**src/rtl/lvl_pkg.sv**
```systemverilog
package lvl_pkg;

    // Control states of the level detector
    typedef enum logic {
        LD_IDLE = 1'b0,
        LD_RUN  = 1'b1
    } ld_state_e;

endpackage

```
**src/rtl/lvl_err.sv**
```systemverilog
// Folds a signed sample to its magnitude and subtracts the threshold.
module lvl_err #(
    parameter int SMP_W = 14
) (
    input  logic signed [SMP_W-1:0] smp,
    input  logic        [SMP_W-1:0] thr,
    output logic signed [SMP_W:0]   err
);

    logic [SMP_W-1:0] mag;

    always_comb begin
        if (smp[SMP_W-1]) begin
            mag = $unsigned(-smp);
        end else begin
            mag = $unsigned(smp);
        end
        err = $signed({1'b0, mag}) - $signed({1'b0, thr});
    end

endmodule

```
**src/rtl/lvl_ctrl.sv**
```systemverilog
// State machine, interval counter and working copy of the configuration.
module lvl_ctrl
    import lvl_pkg::*;
#(
    parameter int SMP_W = 14,
    parameter int CNT_W = 16
) (
    input  logic             clk,
    input  logic             rst_n,
    input  logic             start,
    input  logic             smp_valid,
    input  logic [SMP_W-1:0] cfg_thr,
    input  logic [CNT_W-1:0] cfg_len,
    input  logic             cfg_mode,
    output logic [SMP_W-1:0] thr_q,
    output logic             acc_clr,
    output logic             acc_en,
    output logic             fin,
    output logic             busy
);

    ld_state_e        state, state_nx;
    logic [CNT_W-1:0] cnt;
    logic [CNT_W-1:0] len_q;
    logic             mode_q;
    logic             at_last;

    assign at_last = (cnt == len_q);

    always_comb begin
        state_nx = state;
        unique case (state)
            LD_IDLE: begin
                if (start) state_nx = LD_RUN;
            end
            LD_RUN: begin
                if (!start && smp_valid && at_last && !mode_q) state_nx = LD_IDLE;
            end
            default: state_nx = LD_IDLE;
        endcase
    end

    always_ff @(posedge clk or negedge rst_n) begin
        if (!rst_n) state <= LD_IDLE;
        else        state <= state_nx;
    end

    always_ff @(posedge clk or negedge rst_n) begin
        if (!rst_n) begin
            thr_q  <= '0;
            len_q  <= '0;
            mode_q <= 1'b0;
            cnt    <= '0;
        end else if (start) begin
            thr_q  <= cfg_thr;
            len_q  <= cfg_len;
            mode_q <= cfg_mode;
            cnt    <= '0;
        end else if (acc_en) begin
            cnt <= at_last ? '0 : cnt + 1'b1;
        end
    end

    always_comb begin
        busy    = (state == LD_RUN);
        acc_clr = start;
        acc_en  = busy && smp_valid && !start;
        fin     = acc_en && at_last;
    end

    // the counter never passes the programmed last position
    p_cnt_in_range_r4: assert property (@(posedge clk) disable iff (!rst_n)
        busy |-> (cnt <= len_q));

    // a strobe always leaves the block running from count zero
    p_start_clears_r5: assert property (@(posedge clk) disable iff (!rst_n)
        start |=> (busy && cnt == '0));

    // single mode stops after its interval
    p_single_stops_r6: assert property (@(posedge clk) disable iff (!rst_n)
        (fin && !mode_q) |=> !busy);

    // continuous mode keeps running across the boundary
    p_cont_keeps_r7: assert property (@(posedge clk) disable iff (!rst_n)
        (fin && mode_q) |=> (busy && cnt == '0));

endmodule

```
**src/rtl/lvl_acc.sv**
```systemverilog
// Error accumulator, result register and done flag.
module lvl_acc #(
    parameter int ERR_W = 15,
    parameter int ACC_W = 31
) (
    input  logic                    clk,
    input  logic                    rst_n,
    input  logic                    clr,
    input  logic                    en,
    input  logic                    fin,
    input  logic signed [ERR_W-1:0] err,
    input  logic                    rd_ack,
    output logic        [ACC_W-1:0] res,
    output logic                    done
);

    localparam int EXT_W = ACC_W - ERR_W;

    logic signed [ACC_W-1:0] sum;
    logic signed [ACC_W-1:0] err_x;
    logic signed [ACC_W-1:0] sum_nx;

    always_comb begin
        err_x  = {{EXT_W{err[ERR_W-1]}}, err};
        sum_nx = sum + err_x;
    end

    always_ff @(posedge clk or negedge rst_n) begin
        if (!rst_n) begin
            sum <= '0;
            res <= '0;
        end else if (clr) begin
            sum <= '0;
        end else if (fin) begin
            res <= sum_nx;
            sum <= '0;
        end else if (en) begin
            sum <= sum_nx;
        end
    end

    always_ff @(posedge clk or negedge rst_n) begin
        if (!rst_n)      done <= 1'b0;
        else if (fin)    done <= 1'b1;
        else if (rd_ack) done <= 1'b0;
    end

    // strobe discards the partial sum
    p_clr_zero_r5: assert property (@(posedge clk) disable iff (!rst_n)
        clr |=> (sum == '0));

    // an interval end raises the flag
    p_done_set_r8: assert property (@(posedge clk) disable iff (!rst_n)
        fin |=> done);

    // result holds between interval ends
    p_res_hold_r8: assert property (@(posedge clk) disable iff (!rst_n)
        !fin |=> $stable(res));

    // acknowledge clears the flag when no interval ends
    p_done_clr_r9: assert property (@(posedge clk) disable iff (!rst_n)
        (rd_ack && !fin) |=> !done);

    // adding two same-sign values never flips the sign of the sum
    p_no_overflow_r10: assert property (@(posedge clk) disable iff (!rst_n)
        (en && sum[ACC_W-1] == err_x[ACC_W-1]) |-> (sum_nx[ACC_W-1] == sum[ACC_W-1]));

endmodule

```
**src/rtl/lvl_detect.sv**
```systemverilog
// Top: configuration register, error path, control and accumulator.
module lvl_detect
    import lvl_pkg::*;
#(
    parameter int SMP_W = 14,
    parameter int CNT_W = 16,
    localparam int CFG_W = SMP_W + CNT_W + 1,
    localparam int ERR_W = SMP_W + 1,
    localparam int ACC_W = CNT_W + ERR_W
) (
    input  logic             clk,
    input  logic             rst_n,
    input  logic             cfg_we,
    input  logic [CFG_W-1:0] cfg_word,
    input  logic             start,
    input  logic             smp_valid,
    input  logic [SMP_W-1:0] smp_data,
    input  logic             rd_ack,
    output logic             busy,
    output logic             res_done,
    output logic [ACC_W-1:0] res_sum
);

    localparam int MODE_BIT = CFG_W - 1;

    logic [CFG_W-1:0]        cfg_q;
    logic [SMP_W-1:0]        thr_q;
    logic signed [ERR_W-1:0] err;
    logic                    acc_clr;
    logic                    acc_en;
    logic                    fin;

    always_ff @(posedge clk or negedge rst_n) begin
        if (!rst_n)      cfg_q <= '0;
        else if (cfg_we) cfg_q <= cfg_word;
    end

    lvl_ctrl #(
        .SMP_W (SMP_W),
        .CNT_W (CNT_W)
    ) u_ctrl (
        .clk       (clk),
        .rst_n     (rst_n),
        .start     (start),
        .smp_valid (smp_valid),
        .cfg_thr   (cfg_q[SMP_W-1:0]),
        .cfg_len   (cfg_q[SMP_W+CNT_W-1:SMP_W]),
        .cfg_mode  (cfg_q[MODE_BIT]),
        .thr_q     (thr_q),
        .acc_clr   (acc_clr),
        .acc_en    (acc_en),
        .fin       (fin),
        .busy      (busy)
    );

    lvl_err #(
        .SMP_W (SMP_W)
    ) u_err (
        .smp (smp_data),
        .thr (thr_q),
        .err (err)
    );

    lvl_acc #(
        .ERR_W (ERR_W),
        .ACC_W (ACC_W)
    ) u_acc (
        .clk    (clk),
        .rst_n  (rst_n),
        .clr    (acc_clr),
        .en     (acc_en),
        .fin    (fin),
        .err    (err),
        .rd_ack (rd_ack),
        .res    (res_sum),
        .done   (res_done)
    );

    // nothing is pending right after reset is released
    p_reset_quiet_r1: assert property (@(posedge clk)
        $rose(rst_n) |-> (!busy && !res_done && res_sum == '0));

endmodule

```
**config.mk**
```make
export PLATFORM = sky130hd
export DESIGN_NAME = lvl_detect
export DESIGN_NICKNAME = d
export VERILOG_FILES = /design/src/rtl/lvl_pkg.sv /design/src/rtl/lvl_err.sv /design/src/rtl/lvl_ctrl.sv /design/src/rtl/lvl_acc.sv /design/src/rtl/lvl_detect.sv
export SDC_FILE = /design/constraint.sdc
export NUM_CORES = 1
export LEC_CHECK = 0
export ABC_AREA = 1
export CAP_MARGIN = 0
export CORE_MARGIN = 2
export CORE_UTILIZATION = 30
export CTS_CLUSTER_DIAMETER = 100
export DETAILED_ROUTE_END_ITERATION = 7
export DONT_BUFFER_PORTS = 1
export PLACE_DENSITY = 0.52
export SLEW_MARGIN = 10
export SYNTH_ARGS = -nofsm -noshare
export SYNTH_HDL_FRONTEND = slang
export SYNTH_HIERARCHICAL = 1
export SYNTH_SLANG_ARGS = --single-unit
```
**constraint.sdc**
```tcl
create_clock -name clk -period 8.5 [get_ports clk]
set_input_delay 0.85 -clock clk [delete_from_list [all_inputs] [get_ports clk]]
set_output_delay 0.85 -clock clk [all_outputs]
set_load 0.02 [all_outputs]
```
# == Word-level counts from Yosys, hierarchy flattened ==
# Cells that the tools add are included.
# Widths: inputs -> output; s select.
# totals
word_cells,40
input_bits,51
regBits,142
# op_classes
eq_ne,1
n_addsub,4
mux,12
bitwise,2
n_reduce_logical,12
# ops
cell,count
$mux 31,3
$mux 16,3
$add 31x15->31,1
$add 16x1->16 const B,1
$eq 16x16->1,1
$sub 14x14->15,1
$mux 14,1
$neg 14->14,1
$logic_and 1x1->1,6
$mux 1,4
$reduce_bool 2->1,2
$reduce_bool 3->1,1
$logic_not 1->1,2
$not 1->1,2
$pmux 1 s2,1
$reduce_and 2->1,1

# == Depth between registers and ports, before layout ==
# logic_depth
word_depth,7
ltp_mapped,29
depth_no_buf,29

# == By module ==
# The synthesis kept the hierarchy.
# modules_own_cells
mod,cells_per_inst,n_inst,seq_area_each_um2,area_each_um2
lvl_acc,711,1,1576.5,4564.4
lvl_ctrl,351,1,1201.2,2489.9
lvl_err,222,1,0.0,1162.4
lvl_detect,131,1,775.7,1158.6

# == Worst setup path before layout ==
# OpenSTA, ideal clock, no wires.
# synth_timing
path_kind,in2reg
startpoint,in smp_data[0]
endpoint,reg u_acc.res[27]
cell_stages,20
arrival_time_ns,4.254
n_path_buf,0
setup_time_ns,0.118
path_slack_ns,4.129
t_required_ns,8.382
path_cell_list,inv_1 > ha_1 > nand4_1 > o21ai_2 > xnor2_1 > ha_1 > nand2_1 > inv_1 > a21oi_1 > nand3_1 > a21oi_1 > ha_1 > nand2_1 > inv_1 > a21oi_1 > nand2_1 > a21oi_1 > nand3_1 > nand3_1 > nand2_1
# synth_between
elab_chain_cells,4
# synth_rtl
element,line_no,text
start: declaration,lvl_detect.sv:17,"input logic [SMP_W-1:0] smp_data,"
$neg 14->14,lvl_err.sv:14,mag = $unsigned(-smp);
$mux 14 *,lvl_err.sv:13,if (smp[SMP_W-1]) begin
$sub 14x14->15 *,lvl_err.sv:18,"err = $signed({1'b0, mag}) - $signed({1'b0, thr});"
named net err[14],lvl_detect.sv:28,logic signed [ERR_W-1:0] err;
$add 31x15->31 *,lvl_acc.sv:25,sum_nx = sum + err_x;
end signal: assignment,lvl_acc.sv:35,res <= sum_nx;
end: declaration,lvl_acc.sv:13,"output logic [ACC_W-1:0] res,"
# Mark *: on every way through the listed nets, which the timed path passes. The rest lies on a longest branch.
# A chain may end at the register's enable or synchronous reset.

# == Worst setup path after layout ==
# layout_timing
startpoint,in smp_data[0]
endpoint,reg u_acc.sum[30]
# layout_between
elab_chain_cells,7
# layout_rtl
element,line_no,text
$neg 14->14,lvl_err.sv:14,
$mux 14 *,lvl_err.sv:13,
$sub 14x14->15 *,lvl_err.sv:18,
named net err[14],lvl_detect.sv:28,
$add 31x15->31 *,lvl_acc.sv:25,
$mux 31 *,lvl_acc.sv:37,end else if (en) begin
$mux 31 *,lvl_acc.sv:34,end else if (fin) begin
$mux 31 *,lvl_acc.sv:32,end else if (clr) begin
end signal: assignment,lvl_acc.sv:38,sum <= sum_nx;
end: declaration,lvl_acc.sv:19,logic signed [ACC_W-1:0] sum;
# Mark *: on every way through the listed nets, which the timed path passes. The rest lies on a longest branch. The select of a mux whose other input is x is not followed.

==> Flow_metrics.wiki <==
{| class="wikitable"
! Metric !! Value
|-
| Minimum clock period || roughly 4000 ps
|-
| Worst R2R Setup Slack || about 5200 ps
|-
| Cell Area, Synth || 9380 um^2
|-
| Data required time of the critical path || 8810 ps
|-
| All-layer global routing usage || 15.6%
|-
| Clk network pwr share || 32.0%
|-
| Primary flip-flop cell chosen by synthesis mapping || sky130_fd_sc_hd__dfrtp_1
|-
| Detail-routed net length per standard cell || 13.6 um
|-
| Count of clock tree sinks || 142
|-
| Crit path top cell by count || sky130_fd_sc_hd__nand2_1
|-
| Net total in the final layout || 1,509
|-
| Post-synth top cells || sky130_fd_sc_hd__nand2_1, sky130_fd_sc_hd__inv_1, sky130_fd_sc_hd__dfrtp_1
|-
| Dominant delay contributor by cell family on the critical path || simple AND/OR/NAND/NOR gates
|-
| Pins over their slew limit || 0
|-
| Final period util || 47.2%
|-
| Weighted congestion at the end of routability-driven global placement || slightly above 0.9
|-
| CP Data Arrival Time || 4320 ps
|-
| Layout Cells excl Fill || 1,819
|-
| Area Overhead vs Synth || 10.6%
|-
| Count of buffers from port buffering || 0
|-
| Transition time at the pin with the least slew margin || 812 ps
|-
| Number of design-rule violations left by the first detailed-router iteration || around 510
|-
| Hold crit path type || primary input to asynchronous set/reset pin
|-
| Clock root buffer master || sky130_fd_sc_hd__clkbuf_16
|-
| Count of nets left with antenna violations after detail routing || 0
|-
| Worst rel slew slack || a little under half
|-
| Capturing element type of the critical path || register
|-
| Share of cells above drive strength 1 || 4.50%
|-
| Total DRC errors in the routed layout || 0
|-
| CTS tree || built
|-
| Final setup skew || 10.8 ps
|-
| Number of synthesized flops with an enable pin || 0
|-
| Number of filler cells placed in the layout || around 3,300
|-
| Unrepaired setup endpoints after global routing || no
|-
| Endpoints failing setup || 0
|-
| Syn nets || 1,514
|-
| Comb power frac || between 30% and 40%
|-
| Die outline width || 181 um
|-
| Yosys warning count || 6
|-
| Full die area || 32,700 um^2
|-
| Post-CTS resize count || 0
|-
| Total overflow reported by the global router || 0
|-
| R2R depth || 18
|-
| Drt pass-1 iters || 5
|-
| Max capacitance violation total || 0
|-
| Hold Violations, Final || 0
|-
| Pin count of the biggest net entering global routing || 143
|-
| Critical Path Start Type || primary input
|-
| Synth unique cells || 29
|-
| Pwr per Cell Area || 231 nW/um^2
|-
| Hold-fix buffer count after cts || 0
|-
| Reg-to-reg critical path startpoint || u_ctrl/thr_q[7]$_DFFE_PN0P_
|-
| CP bufs+invs || 3
|-
| Post-Synthesis Mean Instance Area || 6.63 um^2
|-
| Num CTS Buffers || 17
|-
| Share of synthesized registers carrying an async set or reset || 100%
|-
| Setup repair bufs after CTS || 0
|-
| Worst-path maximum fanout || 17
|-
| Biggest area contributors in the synthesized netlist || sky130_fd_sc_hd__dfrtp_1, sky130_fd_sc_hd__nand2_1, sky130_fd_sc_hd__inv_1, sky130_fd_sc_hd__ha_1, sky130_fd_sc_hd__nand3_1
|-
| Worst path cell trace || inv_1 > ha_1 > nand4_1 > o21ai_2 > xnor2_1 > ha_1 > nand2_1 > inv_1 > a21oi_1 > nand3_1 > a21oi_1 > buf_4 > ha_1 > nand2_1 > nor2_1 > nand2_1 > nor2_1 > nand2_1 > nand2_1 > nand2_1 > nand3_1 > nand2_1
|-
| Number of antenna violations at the first check in global routing || 0
|-
| Antenna Cells || 0
|-
| Switching power || 0.000961 W
|-
| Largest stage delay on the critical path || 310 ps
|-
| Standard cell with the maximum stage delay on the critical path || sky130_fd_sc_hd__ha_1
|-
| Setup TNS after final layout || 0 ps
|-
| Mapped Cells || ~1,400
|-
| Core footprint || 30,700 um^2
|-
| Startpoint-to-endpoint class of the critical path || primary input to register
|-
| Most used standard cell by instance count after synthesis || sky130_fd_sc_hd__nand2_1
|-
| Post-detailed-placement half-perimeter wirelength || 18,600 um
|-
| Peak ir drop on the vdd network || 0.110 mV
|-
| Total via count after detailed routing || 8,254
|-
| Boundary pin count || 84
|-
| FF+latch count, synth || approximately 140
|-
| Average vias per placed instance || 4.54
|-
| Starting Density || 30.6%
|-
| CTS H-tree lvls || 4
|-
| Post-synthesis cell type with the largest combined area || sky130_fd_sc_hd__dfrtp_1
|-
| Number of cells in the design after placement || 1,787
|-
| Clock input transition at the sequential cells of the worst setup and hold paths || around 70 ps
|-
| Number of buffers between clock root and the deepest sink || 2
|-
| Power share of the sequential group || 32.3%
|-
| Achievable frequency || 249 MHz
|-
| Cell leakage power || 5.89 nW
|-
| Run status || finished, final reports clean
|-
| Final wirelength || 24,800 um
|-
| Proportion of synthesized chip area in sequential cells || roughly 38%
|-
| End of the worst register-to-register path || u_acc/sum[30]$_DFFE_PN0P_
|-
| Switching share of total power || 40.1%
|-
| Clock latency reported for the late side of the worst-skew pair || 430 ps
|-
| Top-area cell type share of the netlist area || a little under two fifths
|-
| Placement Rows || 64
|-
| Wire length of the first global-routing pass || 41,200 um
|-
| Die height || 181 um
|-
| Internal Pwr Total || ~0.0014 W
|-
| Number of global-route vias before repair || 7,990
|}
==> power by group through the flow <==
stage	Clock (W)	Sequential [W]	Combinational (W)
2_1_floorplan	0	0.000776	0.000661
3_3_place_gp	0	0.000787	0.000849
3_5_place_dp	0	0.000787	0.000849
4_1_cts	0.000791	0.000776	0.000854
5_1_grt	0.000819	0.000783	0.000987
6_report	0.000768	0.000776	0.000854
==> layer usage <==
layer	vias to the layer above	track usage (%)	routed length, um
met5	-	0	0
met4	0	4.87	479
met3	24	3.27	992
met2	131	25.9	11500
met1	3760	20.4	11800
li1	4339	-	-
==> sequential cells by signal (all words and copies together) (netlist names) <==
| name | cells |
|---|---|
| u_ctrl/mode_q | 1 |
| u_acc/res | 31 |
| u_acc/sum | 31 |
| u_acc/done | 1 |
| u_ctrl/cnt | 16 |
| cfg_q | 31 |
| u_ctrl/busy | 1 |
| u_ctrl/thr_q | 14 |
| u_ctrl/len_q | 16 |
==> cells by family (layout without fill, tap and decap cells) <==
group / Yosys count / in the layout / share of synthesized area, %
buffers and inverters: 230 / 238 / 9.53
XOR/XNOR: 39 / 39 / 3.64
AO/OA/AOI/OAI: 80 / 80 / 4.44
adder cells (fa/ha/maj): 48 / 48 / 6.57
AND/OR/NAND/NOR: 876 / 876 / 37.9
flip-flops: 142 / 142 / 37.9
==> worst max-delay path by stage <==
stage / slack, ps / cells past startpoint / startpoint / endpoint
floorplan: 4130 / 20 / smp_data[0] / u_acc/res[27]$_DFFE_PN0P_
global placement: 4090 / 22 / smp_data[0] / u_acc/sum[30]$_DFFE_PN0P_
detailed placement: 4110 / 22 / smp_data[0] / u_acc/sum[30]$_DFFE_PN0P_
CTS: 4560 / 22 / smp_data[0] / u_acc/sum[30]$_DFFE_PN0P_
global route: 4100 / 23 / smp_data[0] / u_acc/sum[29]$_DFFE_PN0P_
finish: 4490 / 22 / smp_data[0] / u_acc/sum[30]$_DFFE_PN0P_
==> layout by cell type (no fill, tap or decap), types with 3 or more instances in the layout <==
master / count
sky130_fd_sc_hd__dfrtp_1: 142
sky130_fd_sc_hd__nor2_2: 8
sky130_fd_sc_hd__nand3_2: 4
sky130_fd_sc_hd__nor3_1: 9
sky130_fd_sc_hd__xnor2_1: 14
sky130_fd_sc_hd__ha_1: 46
sky130_fd_sc_hd__inv_2: 4
sky130_fd_sc_hd__inv_8: 5
sky130_fd_sc_hd__nand3b_1: 5
sky130_fd_sc_hd__clkbuf_16: 17
sky130_fd_sc_hd__nand2_2: 8
sky130_fd_sc_hd__nand4_1: 9
sky130_fd_sc_hd__inv_1: 196
sky130_fd_sc_hd__nand2_1: 658
sky130_fd_sc_hd__xor2_1: 25
sky130_fd_sc_hd__a21oi_1: 32
sky130_fd_sc_hd__inv_6: 4
sky130_fd_sc_hd__nand3_1: 99
sky130_fd_sc_hd__o21ai_0: 42
sky130_fd_sc_hd__o21bai_1: 3
sky130_fd_sc_hd__nor2_1: 73
sky130_fd_sc_hd__buf_4: 5
==> worst register-to-register path, cell delays in order, from the launching register on <==
cell	delay, ps
sky130_fd_sc_hd__dfrtp_1	360
sky130_fd_sc_hd__inv_1	70
sky130_fd_sc_hd__ha_1	360
sky130_fd_sc_hd__nand2_1	100
sky130_fd_sc_hd__nand2_1	80
sky130_fd_sc_hd__a21oi_1	200
sky130_fd_sc_hd__nand3_1	140
sky130_fd_sc_hd__a21oi_1	160
sky130_fd_sc_hd__buf_4	290
sky130_fd_sc_hd__ha_1	310
sky130_fd_sc_hd__nand2_1	130
sky130_fd_sc_hd__nor2_1	260
sky130_fd_sc_hd__nand2_1	160
sky130_fd_sc_hd__nor2_1	120
sky130_fd_sc_hd__nand2_1	140
sky130_fd_sc_hd__nand2_1	100
sky130_fd_sc_hd__nand2_1	70
sky130_fd_sc_hd__nand3_1	70
sky130_fd_sc_hd__nand2_1	70
==> per-stage QoR <==
stage | worst slack (ps) | hold WS [ps] | cell area (um^2) | total power, W | util, %
2_1_floorplan | 4130 | 442 | 9380 | 0.00144 | -
3_3_place_gp | 4090 | 454 | 9770 | 0.00164 | 31.9
3_5_place_dp | 4110 | 459 | 9770 | 0.00164 | 31.9
4_1_cts | 4560 | 89.2 | 10400 | 0.00242 | 33.8
5_1_grt | 4100 | 83.0 | 10400 | 0.00259 | 33.8
6_report | 4490 | 109 | 10400 | 0.00240 | 33.8
==> layout make-up <==
type | count | area (um^2) | share of cell area (%)
inverters | 201 | 754 | 7.28
clock buffers | 17 | 425 | 4.10
well taps | 396 | 495 | 4.78
multi-input cells | 1043 | 4930 | 47.6
repair buffers | 5 | 37.5 | 0.362
flip-flops and latches | 142 | 3550 | 34.3
clock inverters | 15 | 170 | 1.64
(Power assumes the default switching activity.)
